===== src/rtl/sst_pkg.sv =====
package sst_pkg;

  typedef struct packed {
    logic master;
    logic cpha;
    logic cpol;
  } sst_mode_t;

  // Length code to bit count: 0 selects the maximum, small codes clamp up.
  function automatic int sst_frame_bits(input int code, input int min_bits, input int max_bits);
    if (code == 0)        return max_bits;
    if (code < min_bits)  return min_bits;
    if (code > max_bits)  return max_bits;
    return code;
  endfunction

endpackage


===== src/rtl/sst_edge_gen.sv =====
module sst_edge_gen #(
  parameter int DIV_W   = 8,
  parameter int SYNC_N  = 2
) (
  input  logic             clk,
  input  logic             rst,
  input  logic             master,
  input  logic             busy,
  input  logic [DIV_W-1:0] div,
  input  logic             sck_in,
  output logic             tick
);
  localparam int PIPE_N = SYNC_N + 1;

  logic [DIV_W-1:0]  cnt;
  logic [PIPE_N-1:0] pipe;
  logic              m_tick, s_tick;

  always_ff @(posedge clk) begin
    if (rst) begin
      cnt  <= '0;
      pipe <= '0;
    end else begin
      pipe <= {pipe[PIPE_N-2:0], sck_in};
      if (!busy || !master)  cnt <= '0;
      else if (cnt == div)   cnt <= '0;
      else                   cnt <= cnt + 1'b1;
    end
  end

  assign m_tick = (cnt == div);
  assign s_tick = pipe[PIPE_N-1] ^ pipe[PIPE_N-2];
  assign tick   = busy & (master ? m_tick : s_tick);

endmodule


===== src/rtl/sst_shifter.sv =====
module sst_shifter
  import sst_pkg::*;
#(
  parameter int DATA_W = 16,
  parameter int NB_W   = 5
) (
  input  logic              clk,
  input  logic              rst,
  input  sst_mode_t         mode,
  input  logic              load,
  input  logic [DATA_W-1:0] ld_data,
  input  logic [NB_W-1:0]   ld_bits,
  input  logic              tick,
  output logic              busy,
  output logic              frame_end,
  output logic              sdo,
  output logic              sck_out
);
  localparam int CNT_W = NB_W + 1;

  logic [DATA_W-1:0] sr;
  logic [NB_W-1:0]   nbits;
  logic [CNT_W-1:0]  ecnt;
  logic [DATA_W-1:0] shifted;
  logic              last;

  assign last      = (ecnt == CNT_W'({nbits, 1'b0} - 1'b1));
  assign frame_end = busy & tick & last;
  assign shifted   = sr >> ecnt[CNT_W-1:1];

  always_ff @(posedge clk) begin
    if (rst) begin
      sr      <= '0;
      nbits   <= '0;
      ecnt    <= '0;
      busy    <= 1'b0;
      sdo     <= 1'b0;
      sck_out <= 1'b1;
    end else if (load) begin
      sr      <= ld_data;
      nbits   <= ld_bits;
      ecnt    <= '0;
      busy    <= 1'b1;
      sck_out <= mode.cpol;
      if (!mode.cpha) sdo <= ld_data[0];
    end else if (busy && tick) begin
      if (mode.master) sck_out <= ~sck_out;
      if (!ecnt[0] && !(ecnt == '0 && !mode.cpha)) sdo <= shifted[0];
      if (last) begin
        busy <= 1'b0;
        ecnt <= '0;
      end else begin
        ecnt <= ecnt + 1'b1;
      end
    end else if (!busy) begin
      sck_out <= mode.cpol;
    end
  end

  p_sck_idle_r7: assert property (@(posedge clk) disable iff (rst)
    !busy |=> (sck_out == $past(mode.cpol)));

  p_sdo_even_r8: assert property (@(posedge clk) disable iff (rst)
    (busy && tick && ecnt[0] && !last) |=> $stable(sdo));

endmodule


===== src/rtl/sync_ser_tx.sv =====
module sync_ser_tx
  import sst_pkg::*;
#(
  parameter int DATA_W   = 16,
  parameter int LEN_W    = 4,
  parameter int MIN_BITS = 8,
  parameter int DIV_W    = 8
) (
  input  logic              clk,
  input  logic              rst,
  input  logic              cfg_master,
  input  logic              cfg_cpha,
  input  logic              cfg_cpol,
  input  logic [LEN_W-1:0]  cfg_len,
  input  logic [DIV_W-1:0]  cfg_div,
  input  logic              tx_en,
  input  logic              ie_tde,
  input  logic              ie_tend,
  input  logic              wr_vld,
  input  logic [DATA_W-1:0] wr_data,
  input  logic              clr_tend,
  input  logic              ovr_set,
  input  logic              clr_ovr,
  input  logic              sck_in,
  output logic              sck_out,
  output logic              sck_oe,
  output logic              sdo,
  output logic              flag_tde,
  output logic              flag_tend,
  output logic              flag_ovr,
  output logic              irq_tde,
  output logic              irq_tend
);
  localparam int NB_W = $clog2(DATA_W + 1);

  sst_mode_t         mode;
  logic [DATA_W-1:0] hold;
  logic [NB_W-1:0]   bits_dec;
  logic              wr_ok, load, busy, frame_end, tick;

  assign mode     = '{master: cfg_master, cpha: cfg_cpha, cpol: cfg_cpol};
  assign bits_dec = NB_W'(sst_frame_bits(int'(cfg_len), MIN_BITS, DATA_W));
  assign wr_ok    = wr_vld & tx_en;
  assign load     = (!busy || frame_end) && !flag_tde && tx_en && !flag_ovr;

  always_ff @(posedge clk) begin
    if (rst) begin
      hold      <= '0;
      flag_tde  <= 1'b1;
      flag_tend <= 1'b0;
      flag_ovr  <= 1'b0;
    end else begin
      if (wr_ok) hold <= wr_data;

      if (wr_ok)     flag_tde <= 1'b0;
      else if (load) flag_tde <= 1'b1;

      if (wr_ok || clr_tend)            flag_tend <= 1'b0;
      else if (frame_end && flag_tde)   flag_tend <= 1'b1;

      if (ovr_set)      flag_ovr <= 1'b1;
      else if (clr_ovr) flag_ovr <= 1'b0;
    end
  end

  assign irq_tde  = flag_tde & ie_tde;
  assign irq_tend = flag_tend & ie_tend;
  assign sck_oe   = cfg_master;

  sst_edge_gen #(.DIV_W(DIV_W), .SYNC_N(2)) i_edge (
    .clk    (clk),
    .rst    (rst),
    .master (cfg_master),
    .busy   (busy),
    .div    (cfg_div),
    .sck_in (sck_in),
    .tick   (tick)
  );

  sst_shifter #(.DATA_W(DATA_W), .NB_W(NB_W)) i_shift (
    .clk       (clk),
    .rst       (rst),
    .mode      (mode),
    .load      (load),
    .ld_data   (hold),
    .ld_bits   (bits_dec),
    .tick      (tick),
    .busy      (busy),
    .frame_end (frame_end),
    .sdo       (sdo),
    .sck_out   (sck_out)
  );

  p_tde_after_load_r4: assert property (@(posedge clk) disable iff (rst)
    (load && !wr_ok) |=> flag_tde);

  p_reload_r5: assert property (@(posedge clk) disable iff (rst)
    (frame_end && load) |=> busy);

  p_tend_empty_r6: assert property (@(posedge clk) disable iff (rst)
    $rose(flag_tend) |-> flag_tde);

  p_ovr_blocks_r9: assert property (@(posedge clk) disable iff (rst)
    (flag_ovr && !busy) |=> !busy);

endmodule


===== config.mk =====
export PLATFORM = sky130hd
export DESIGN_NAME = sync_ser_tx
export DESIGN_NICKNAME = d
export VERILOG_FILES = /design/src/rtl/sst_pkg.sv /design/src/rtl/sst_edge_gen.sv /design/src/rtl/sst_shifter.sv /design/src/rtl/sync_ser_tx.sv
export SDC_FILE = /design/constraint.sdc
export NUM_CORES = 1
export LEC_CHECK = 0
export BUFFER_PORTS_ARGS = -buffer_cell sky130_fd_sc_hd__buf_4
export CORE_UTILIZATION = 46
export CTS_BUF_LIST = sky130_fd_sc_hd__clkbuf_4 sky130_fd_sc_hd__clkbuf_8 sky130_fd_sc_hd__clkbuf_16
export DETAILED_ROUTE_END_ITERATION = 8
export MAX_ROUTING_LAYER = met4
export PLACE_DENSITY = 0.68
export SLEW_MARGIN = 40
export SYNTH_ARGS = -nofsm -noshare
export SYNTH_HDL_FRONTEND = slang
export SYNTH_SLANG_ARGS = --single-unit

===== constraint.sdc =====
create_clock -name clk -period 2.7 [get_ports clk]
set_input_delay 0.27 -clock clk [delete_from_list [all_inputs] [get_ports clk]]
set_output_delay 0.27 -clock clk [all_outputs]
set_load 0.05 [all_outputs]

==> Yosys cells after proc, flatten, opt, wreduce, memory -nomap -nowiden <==
Cells that the tools add are included.
{ "classes": {"addsub": 3, "magnitude_cmp": 1, "eq_ne": 5, "shifts": 1, "mux": 24, "bitwise_logic": 8, "reduce_logical": 30} }
{ "op_table": {"columns": ["op", "n"], "rows": [
  ["5-bit two-way mux", 4],
  ["1-bit two-way mux", 19],
  ["16-bit by 5-bit right shift with 1-bit output", 1],
  ["2-bit nonzero test", 5],
  ["8-bit by 1-bit adder with 8-bit output (second input constant)", 1],
  ["8-bit equality test", 1],
  ["1-bit logical AND", 7],
  ["1-bit logical NOT", 7],
  ["6-bit by 1-bit adder with 6-bit output (second input constant)", 1],
  ["1-bit bitwise AND", 6],
  ["6-bit equality test", 1],
  ["6-bit logical NOT", 1],
  ["6-bit two-way mux", 1],
  ["3-bit by 2-bit != test with 1-bit output (second input constant)", 2],
  ["6-bit by 1-bit subtractor with 6-bit output (second input constant)", 1],
  ["4-bit logical NOT", 1],
  ["4-bit less-than comparator (second input constant)", 1],
  ["2-bit AND reduction", 2],
  ["2-bit OR reduction", 2],
  ["1-bit logical OR", 3],
  ["3-bit AND reduction", 1],
  ["3-bit OR reduction", 1],
  ["2-bit != test (second input constant)", 1],
  ["1-bit inverter", 1],
  ["1-bit bitwise XOR", 1]
]} }
{ "totals": {"ff_bits": 60, "wordCells": 84} }

==> Depth between registers and ports, before layout <==
Gate-level depths: netlist of the first run.
{ "depth": {"word_depth": 11, "mapped_depth": 11, "ltp_nobuf": 9} }

==> Modules after synthesis <==
Synthesis of the first run repeated with hierarchy kept, for this count alone.
{ "unflattened": {"hier_cells": 291, "hier_area_um2": 2757.6} }
{ "modules_own_cells": {"columns": ["module", "n_inst", "cells_each", "area_each_um2"], "rows": [
  ["sst_shifter", 1, 146, 1465.2],
  ["sync_ser_tx", 1, 93, 798.3],
  ["sst_edge_gen", 1, 52, 494.2]
]} }

==> Least setup slack after synthesis of the first run <==
OpenSTA, ideal clock, no wires.
{ "synth_timing": {"path_kind": "register to register", "from": "register i_shift.nbits[0]", "to": "register i_shift.sr[3]", "setup_ps": 128, "arrival_time_ps": 2348, "required_time_ps": 2572, "slack_ps": 224, "stages_incl_launch_ff": 10, "path_buffers": 1, "synth_period_minus_slack_ps": 2476, "path_cell_list": "dfxtp_1 > inv_1 > ha_1 > or3b_4 > a2111oi_4 > nand2_2 > a221oi_4 > buf_6 > mux2i_1 > nor2_1"} }
{ "synth_between": {"elab_chain_len": 7} }
{ "synth_rtl": {"columns": ["element", "line", "source"], "rows": [
  ["start, declared", "sst_shifter.sv:22", "logic [NB_W-1:0] nbits;"],
  ["start signal, assigned", "sst_shifter.sv:41", "nbits <= ld_bits;"],
  ["6-bit by 1-bit subtractor with 6-bit output", "sst_shifter.sv:27", "assign last = (ecnt == CNT_W'({nbits, 1'b0} - 1'b1));"],
  ["6-bit equality test", "sst_shifter.sv:27", null],
  ["1-bit bitwise AND", "sst_shifter.sv:28", "assign frame_end = busy & tick & last;"],
  ["1-bit logical OR", "sync_ser_tx.sv:44", "assign load = (!busy || frame_end) && !flag_tde && tx_en && !flag_ovr;"],
  ["1-bit logical AND (3 in series)", "sync_ser_tx.sv:44", null],
  ["end signal, assigned", "sst_shifter.sv:40", "sr <= ld_data;"],
  ["end, declared", "sst_shifter.sv:21", "logic [DATA_W-1:0] sr;"]
]} }
No other way between the ends.
A chain may end at the register's enable or synchronous reset.

==> Worst setup path after layout of the first run <==
{ "layout_timing": {"from": "register i_shift.nbits[0]", "to": "register i_shift.sr[14]"} }
The elaborated chain is that of the path after synthesis.

==> results of run 1 <==
[worst min path at each step]
| stage | startpoint | endpoint | slack [ns] |
|---|---|---|---|
| 2_1_floorplan | clr_tend | flag_tend | 0.35 |
| 3_3_place_gp | i_edge.pipe[0] | i_edge.pipe[1] | 0.42 |
| 4_1_cts | clr_tend | flag_tend | 0.07 |
| 3_5_place_dp | i_edge.pipe[0] | i_edge.pipe[1] | 0.43 |
| 5_1_grt | clr_tend | flag_tend | 0.07 |
| 6_report | clr_tend | flag_tend | 0.08 |
[through the flow]
| step | power (uW) | hold WS [ns] | cells |
|---|---|---|---|
| finish | 1890 | 0.0845 | 398 |
| CTS | 1920 | 0.0742 | 397 |
| global placement | 1110 | 0.419 | 382 |
| detailed placement | 1110 | 0.426 | 382 |
| global route | 1980 | 0.0720 | 398 |
| floorplan | 1040 | 0.346 | 267 |
[cell usage in the layout, fill, tap and decap left out, types with 4 or more instances in the layout]
| cell type | n |
|---|---|
| dfxtp_1 | 60 |
| buf_4 | 58 |
| nor2_1 | 44 |
| mux2i_1 | 17 |
| xnor2_1 | 16 |
| a22o_1 | 16 |
| clkbuf_8 | 11 |
| inv_1 | 10 |
| nand3_1 | 10 |
| xor2_1 | 9 |
| nand2_1 | 9 |
| a21oi_1 | 8 |
| nand4_1 | 4 |
| nor3_1 | 4 |
| mux4_2 | 4 |
| ha_1 | 4 |
[per-layer routing]
| layer | up-vias | track usage (%) | routed length (um) | part of all wire, % |
|---|---|---|---|---|
| li1 | 1043 | - | - | - |
| met2 | 61 | 30.1 | 2390 | 47 |
| met3 | 10 | 7.53 | 286 | 5.6 |
| met5 | - | - | 0 | 0 |
| met1 | 917 | 22.9 | 2350 | 46 |
| met4 | 0 | 8.52 | 97 | 1.9 |
[area by class of cell]
type | count | area [um^2]
Fill cell | 491 | 2240
Sequential cell | 60 | 1200
Clock inverter | 4 | 48.8
Timing Repair Buffer | 58 | 435
Clock buffer | 11 | 151
Tap cell | 72 | 90.1
Multi-Input combinational cell | 183 | 1340
Inverter | 10 | 37.5
[repair_timing]
action	4_1_cts	5_1_grt
setup endpoints to repair	0	5
buffers inserted	0	1
resized for setup	0	0
[kinds of logic (layout without fill, tap and decap cells)]
family | count (synthesis) | after routing | synth area share, %
simple gates | 90 | 90 | 16.1
flops | 60 | 60 | 45.3
fa+ha+maj | 4 | 4 | 1.89
mux | 22 | 22 | 10.2
buf+inv | 24 | 83 | 4.29
xor+xnor | 26 | 26 | 8.87
compound gates | 41 | 41 | 13.3
[flip-flops by register name, indices dropped and copies added, names as in the netlist]
signal,count
flag_tde,1
i_shift.nbits,5
i_shift.sdo,1
flag_ovr,1
flag_tend,1
hold,16
i_edge.pipe,3
i_shift.busy,1
i_shift.sr,16
i_edge.cnt,8
i_shift.sck_out,1
i_shift.ecnt,6
[power breakdown]
| part | switching (uW) | internal, uW |
|---|---|---|
| logic | 84.1 | 86.1 |
| registers | 15.2 | 907 |
| clock network | 332 | 469 |
[worst max-delay path, stage by stage (launching register included)]
cell and delay, ns:
dfxtp_1 0.39, inv_1 0.06, ha_1 0.29, xor2_1 0.16
o21ai_2 0.09, a2111oi_4 0.41, nand2_2 0.15, a221o_1 0.42
buf_4 0.21, mux2i_1 0.15, nor2_1 0.05
==> results by group, run 1 <==
Yosys
  – Library cells used by synthesis: 44
  – Top FF cell, synth: dfxtp_1
  – Largest cells by area after synthesis: dfxtp_1, mux2i_1, nor2_1, a22o_1, xnor2_1
  – Top post-synthesis cells by count: dfxtp_1, nor2_1, mux2i_1
  – Synth Cell Area: between 2000 and 3000 um^2
  – Area leader, netlist: dfxtp_1
  – Synth Warn #: 0
  – Syn_nets: around 310
  – Count leader, synth: dfxtp_1
  – Post-Syn Area per Cell: ~10 um^2
  – #FFs+latches synth: 60
  – Async set-reset flop share out of synthesis: 0%
  – Sequential share of the synthesized area: 45.3%
  – Top cell type's share of synthesized area: a little under half
  – Cells after Synth: 267
  – Post-synth EDFFs: 0

Setup path
  – Setup crit end: i_shift.sr[14]
  – Worst Setup SP: i_shift.nbits[0]
  – R2R setup slack: between 0.15 and 0.2 ns
  – FF-to-FF path depth: 10
  – Crit path kind: reg2reg
  – Critical R2R Launch: i_shift.nbits[0]
  – CP Capture Type: flop
  – Terminus of the critical flop-to-flop path: i_shift.sr[14]
  – Critical Path RT: 2.91 ns
  – Crit-path max FO: 9
  – Arrival time at the worst endpoint: 2.73 ns
  – Setup crit start kind: flop

Place
  – Setup WS pre-CTS: about 0.17 ns
  – Global placer's final weighted congestion: ~0.86
  – Dpl cell area: between 3000 and 4000 um^2
  – Post-DP HPWL: between 3000 and 4000 um
  – PortBufs: 48

Routing
  – DR iter-0 viols: 110
  – DR pass1 iterations: 4
  – Detail Route Antenna Nets: 0
  – Routed len/inst: approximately 13 um
  – Routed vias: about 2000
  – DRC Markers: 0
  – Via/cell ratio: just over 5
  – Post-Route WL: just over 5000 um

Run
  – Max-cap violations: 0

Timing
  – Min Tclk post-route: 2.52 ns
  – Final setup violation count: 0
  – Worst-Margin Slew: 0.518 ns
  – Peak Freq: 397 MHz
  – Setup WS post-layout: 0.181 ns
  – Clock Skew: 0.0101 ns
  – RSZ-0062 raised after global routing: no
  – Setup TNS: 0 ns
  – Final Cycle Share: between 90% and 100%
  – Slew HR: around two thirds
  – Hold Fails Final Rpt: 0
  – Max-slew violation count: 0

Cells and area
  – Final net count: 367
  – Antenna fix cells: 0
  – Share of cells above drive strength 1: roughly a quarter
  – Final instance area: about 3300 um^2
  – Layout area overhead: 24.5%
  – Fin util: about 60%

Die
  – Die width: approximately 78 um
  – Row cnt: 27
  – Area of the die: slightly above 6000 um^2
  – Chip height: 77.9 um
  – Top Ports: 49
  – CORE AREA: 5540 um^2
  – Initial Utilization: between 40% and 50%

Hold path
  – HP Class: in2reg
  – Hold Path Depth: 2

Clocking
  – CTS Buf Count: 9
  – Cts-stage hold buffer count: 0
  – CTS tree: built
  – Worst-Skew Late Latency: around 0.34 ns
  – H-tree depth: 3
  – Clk slew on worst S/H paths: roughly 0.070 ns
  – Max Buffers Root-to-Sink: 2
  – CTS root buffer: clkbuf_8
  – Total clock sinks: 60

Power
  – Peak VDD IR: 370 uV
  – LEAKAGE: between 0.001 and 0.0015 uW
  – Power per Cell Area: 574 nW/um^2

Global route
  – Tot GR Track Use: around a fifth
  – First-pass GRT wire length: approximately 8800 um
  – Largest net degree at the start of global routing: 37
  – Initial antenna violation count: 0
  – Vias in the first global route: between 1500 and 2000
  – GRT overflow: 0

Status
  – Status: finished clean
No activity file was read; power rests on OpenSTA's default activity.
==> inputs of run 2 (changes only) <==
- PLACE_DENSITY: 0.68 -> not set
- PLACE_DENSITY_LB_ADDON: not set -> 0.1
==> run 2 against run 1 <==
Net effect: design area decreased by 1.2%; die area unchanged; worst hold slack worse by 0.0032 ns; combinational power about the same; via count fell by 0.15%; first-iteration DRC count shrank 0.91%; fmax about the same; wire length is 4.4% higher; critical endpoint is now i_shift.sr[10]; largest cell class unchanged.
==> results by group, run 2 (synthesized netlist as in run 1, its figures left out) <==
Clocking
  – H-tree depth: 3 (unchanged)
  – Clk slew on worst S/H paths: 0.07 ns (about the same)
  – CTS root buffer: clkbuf_8
  – CTS Buf Count: 9 (unchanged)
  – CTS tree: built
  – Total clock sinks: 60 (unchanged)
  – Max Buffers Root-to-Sink: 2 (unchanged)
  – Worst-Skew Late Latency: 0.34 ns (about the same)
  – Cts-stage hold buffer count: 0 (unchanged)

Routing
  – Via/cell ratio: 5.12 (+0.36%)
  – Routed len/inst: 13.5 um (+4.9%)
  – Routed vias: 2028 (-0.15%)
  – Met2 routed WL: 2410 um (+0.67%)
  – Detail Route Antenna Nets: 0 (unchanged)
  – Met3 routed WL: 166 um (-42%)
  – Post-Route WL: 5350 um (+4.4%)
  – Post-Route M1 WL: 2650 um (+13%)
  – DR iter-0 viols: 109 (-0.91%)
  – DRC Markers: 0 (unchanged)
  – Top Metal Used: met4
  – DR pass1 iterations: 4 (unchanged)

Global route
  – First-pass GRT wire length: 9330 um (+6.4%)
  – Tot GR Track Use: 20.7% (+1.1 points)
  – Initial antenna violation count: 0 (unchanged)
  – Largest net degree at the start of global routing: 37 (unchanged)
  – GRT overflow: 0 (unchanged)
  – Vias in the first global route: 1989 (+5.7%)

Timing
  – Hold Fails Final Rpt: 0 (unchanged)
  – Max-slew violation count: 0 (unchanged)
  – Slew HR: 65.2% (-0.25 points)
  – Clock Skew: 0.00828 ns (-0.00184 ns)
  – Final setup violation count: 0 (unchanged)
  – Min Tclk post-route: 2.52 ns (-0.00160 ns)
  – Peak Freq: 397 MHz (about the same)
  – Setup WS post-layout: 0.182 ns (+0.00160 ns)
  – Worst-Margin Slew: 0.517 ns (-0.000635 ns)
  – RSZ-0062 raised after global routing: no
  – Final Cycle Share: 93.2% (about the same)
  – Setup TNS: 0 ns (unchanged)

Place
  – Global placer's final weighted congestion: 0.852 (-0.40%)
  – Cell count after placement: 379 (-0.79%)
  – Post-DP HPWL: 3820 um (+0.57%)
  – Dpl cell area: 3080 um^2 (-0.32%)
  – PortBufs: 48 (unchanged)
  – Setup WS pre-CTS: 0.150 ns (-0.0173 ns)

Die
  – Chip height: 77.9 um (unchanged)
  – Top Ports: 49 (unchanged)
  – Row cnt: 27 (unchanged)
  – Die width: 77.9 um (unchanged)
  – Area of the die: 6070 um^2 (unchanged)
  – CORE AREA: 5540 um^2 (unchanged)
  – Initial Utilization: 47.9% (unchanged)

Hold path
  – HP Class: in2reg
  – Hold Path Depth: 2 (unchanged)

Power
  – Pint: 1350 uW (-7.9%)
  – Switch share: 24.3% (+1.5 points)
  – Power per Cell Area: 546 nW/um^2 (-4.9%)
  – Peak VDD IR: 463 uV (+25%)
  – P_sw: 433 uW (+0.24%)
  – Logic gate share of total power: 9.6% (+0.6 points)
  – Clock share of power: 38.5% (-3.8 points)
  – LEAKAGE: 0.00133 uW (-1.7%)
  – Sequential share of power: 51.9% (+3.2 points)

Setup path
  – Critical Path RT: 2.92 ns (about the same)
  – FF-to-FF path depth: 9 (-1)
  – Arrival time at the worst endpoint: 2.74 ns (about the same)
  – Setup crit start kind: flop
  – Crit path kind: reg2reg
  – CP Capture Type: flop
  – Crit-path max FO: 14 (+5)

Cells and area
  – Layout area overhead: 23.0%
  – Antenna fix cells: 0 (unchanged)
  – Commonest non-fill, non-tap cell in the layout: dfxtp_1
  – Final std cells w/o fill: 396 (-0.50%)
  – Final instance area: 3260 um^2 (-1.2%)
  – Most frequent cells in the layout: dfxtp_1, buf_4, nor2_1
  – Share of cells above drive strength 1: 26.5% (-0.14 points)
  – Final net count: 365 (-0.54%)
  – Regs by FF count: hold x16, i_shift.sr x16, i_edge.cnt x8

Run
  – Max-cap violations: 0 (unchanged)

Status
  – Status: finished clean
-- run 2: power by group through the flow --
| stage | Combinational (uW) | Sequential, uW | Clock [uW] |
|---|---|---|---|
| after global placement | 170 | 942 | 0 |
| after detailed placement | 172 | 942 | 0 |
| after floorplan | 88.2 | 950 | 0 |
| after global routing | 187 | 925 | 753 |
| final | 171 | 923 | 685 |
| after CTS | 173 | 923 | 700 |
-- run 2: final cells by class --
type	count	area [um^2]
fillers	504	2280
multi-input cells	183	1340
well taps	72	90.1
repair buffers	56	433
clock inverters	3	15.0
inverters	10	37.5
clock buffers	12	146
flip-flops and latches	60	1200
-- run 2: repair_timing --
item,in CTS,in global routing
endpoints found under the setup margin,0,10
setup buffers,0,2
gates resized for setup,0,1
-- run 2: critical path, cell delays in order, from the launching register on --
cell and delay [ns]:
dfxtp_2 0.34, inv_1 0.05, ha_1 0.16, or3b_4 0.41, a2111oi_4 0.42, nand2_2 0.15, a221o_1 0.41, buf_4 0.22
mux2i_1 0.18, nor2_1 0.05
-- run 2: routing by layer --
layer  GRT usage, %  vias up
met5              -        -
met3           4.24       12
met4           11.9        0
li1               -     1041
met2           30.7       38
met1           26.3      937
-- run 2: metrics by stage --
step                power [uW]  hold WS [ns]  util, %
global route              1870        0.0813     58.9
finish                    1780        0.0813     58.9
CTS                       1800        0.0731     58.6
global placement          1110         0.431     55.6
floorplan                 1040         0.346        -
detailed placement        1110         0.435     55.6
-- run 2: final timing paths --
path | start | end | slack (ns)
hold / removal | clr_tend | flag_tend | 0.08
hold reg to reg | i_edge.pipe[0] | i_edge.pipe[1] | 0.45
setup / recovery | i_shift.nbits[0] | i_shift.sr[10] | 0.18
setup reg to reg | i_shift.nbits[0] | i_shift.sr[10] | 0.18
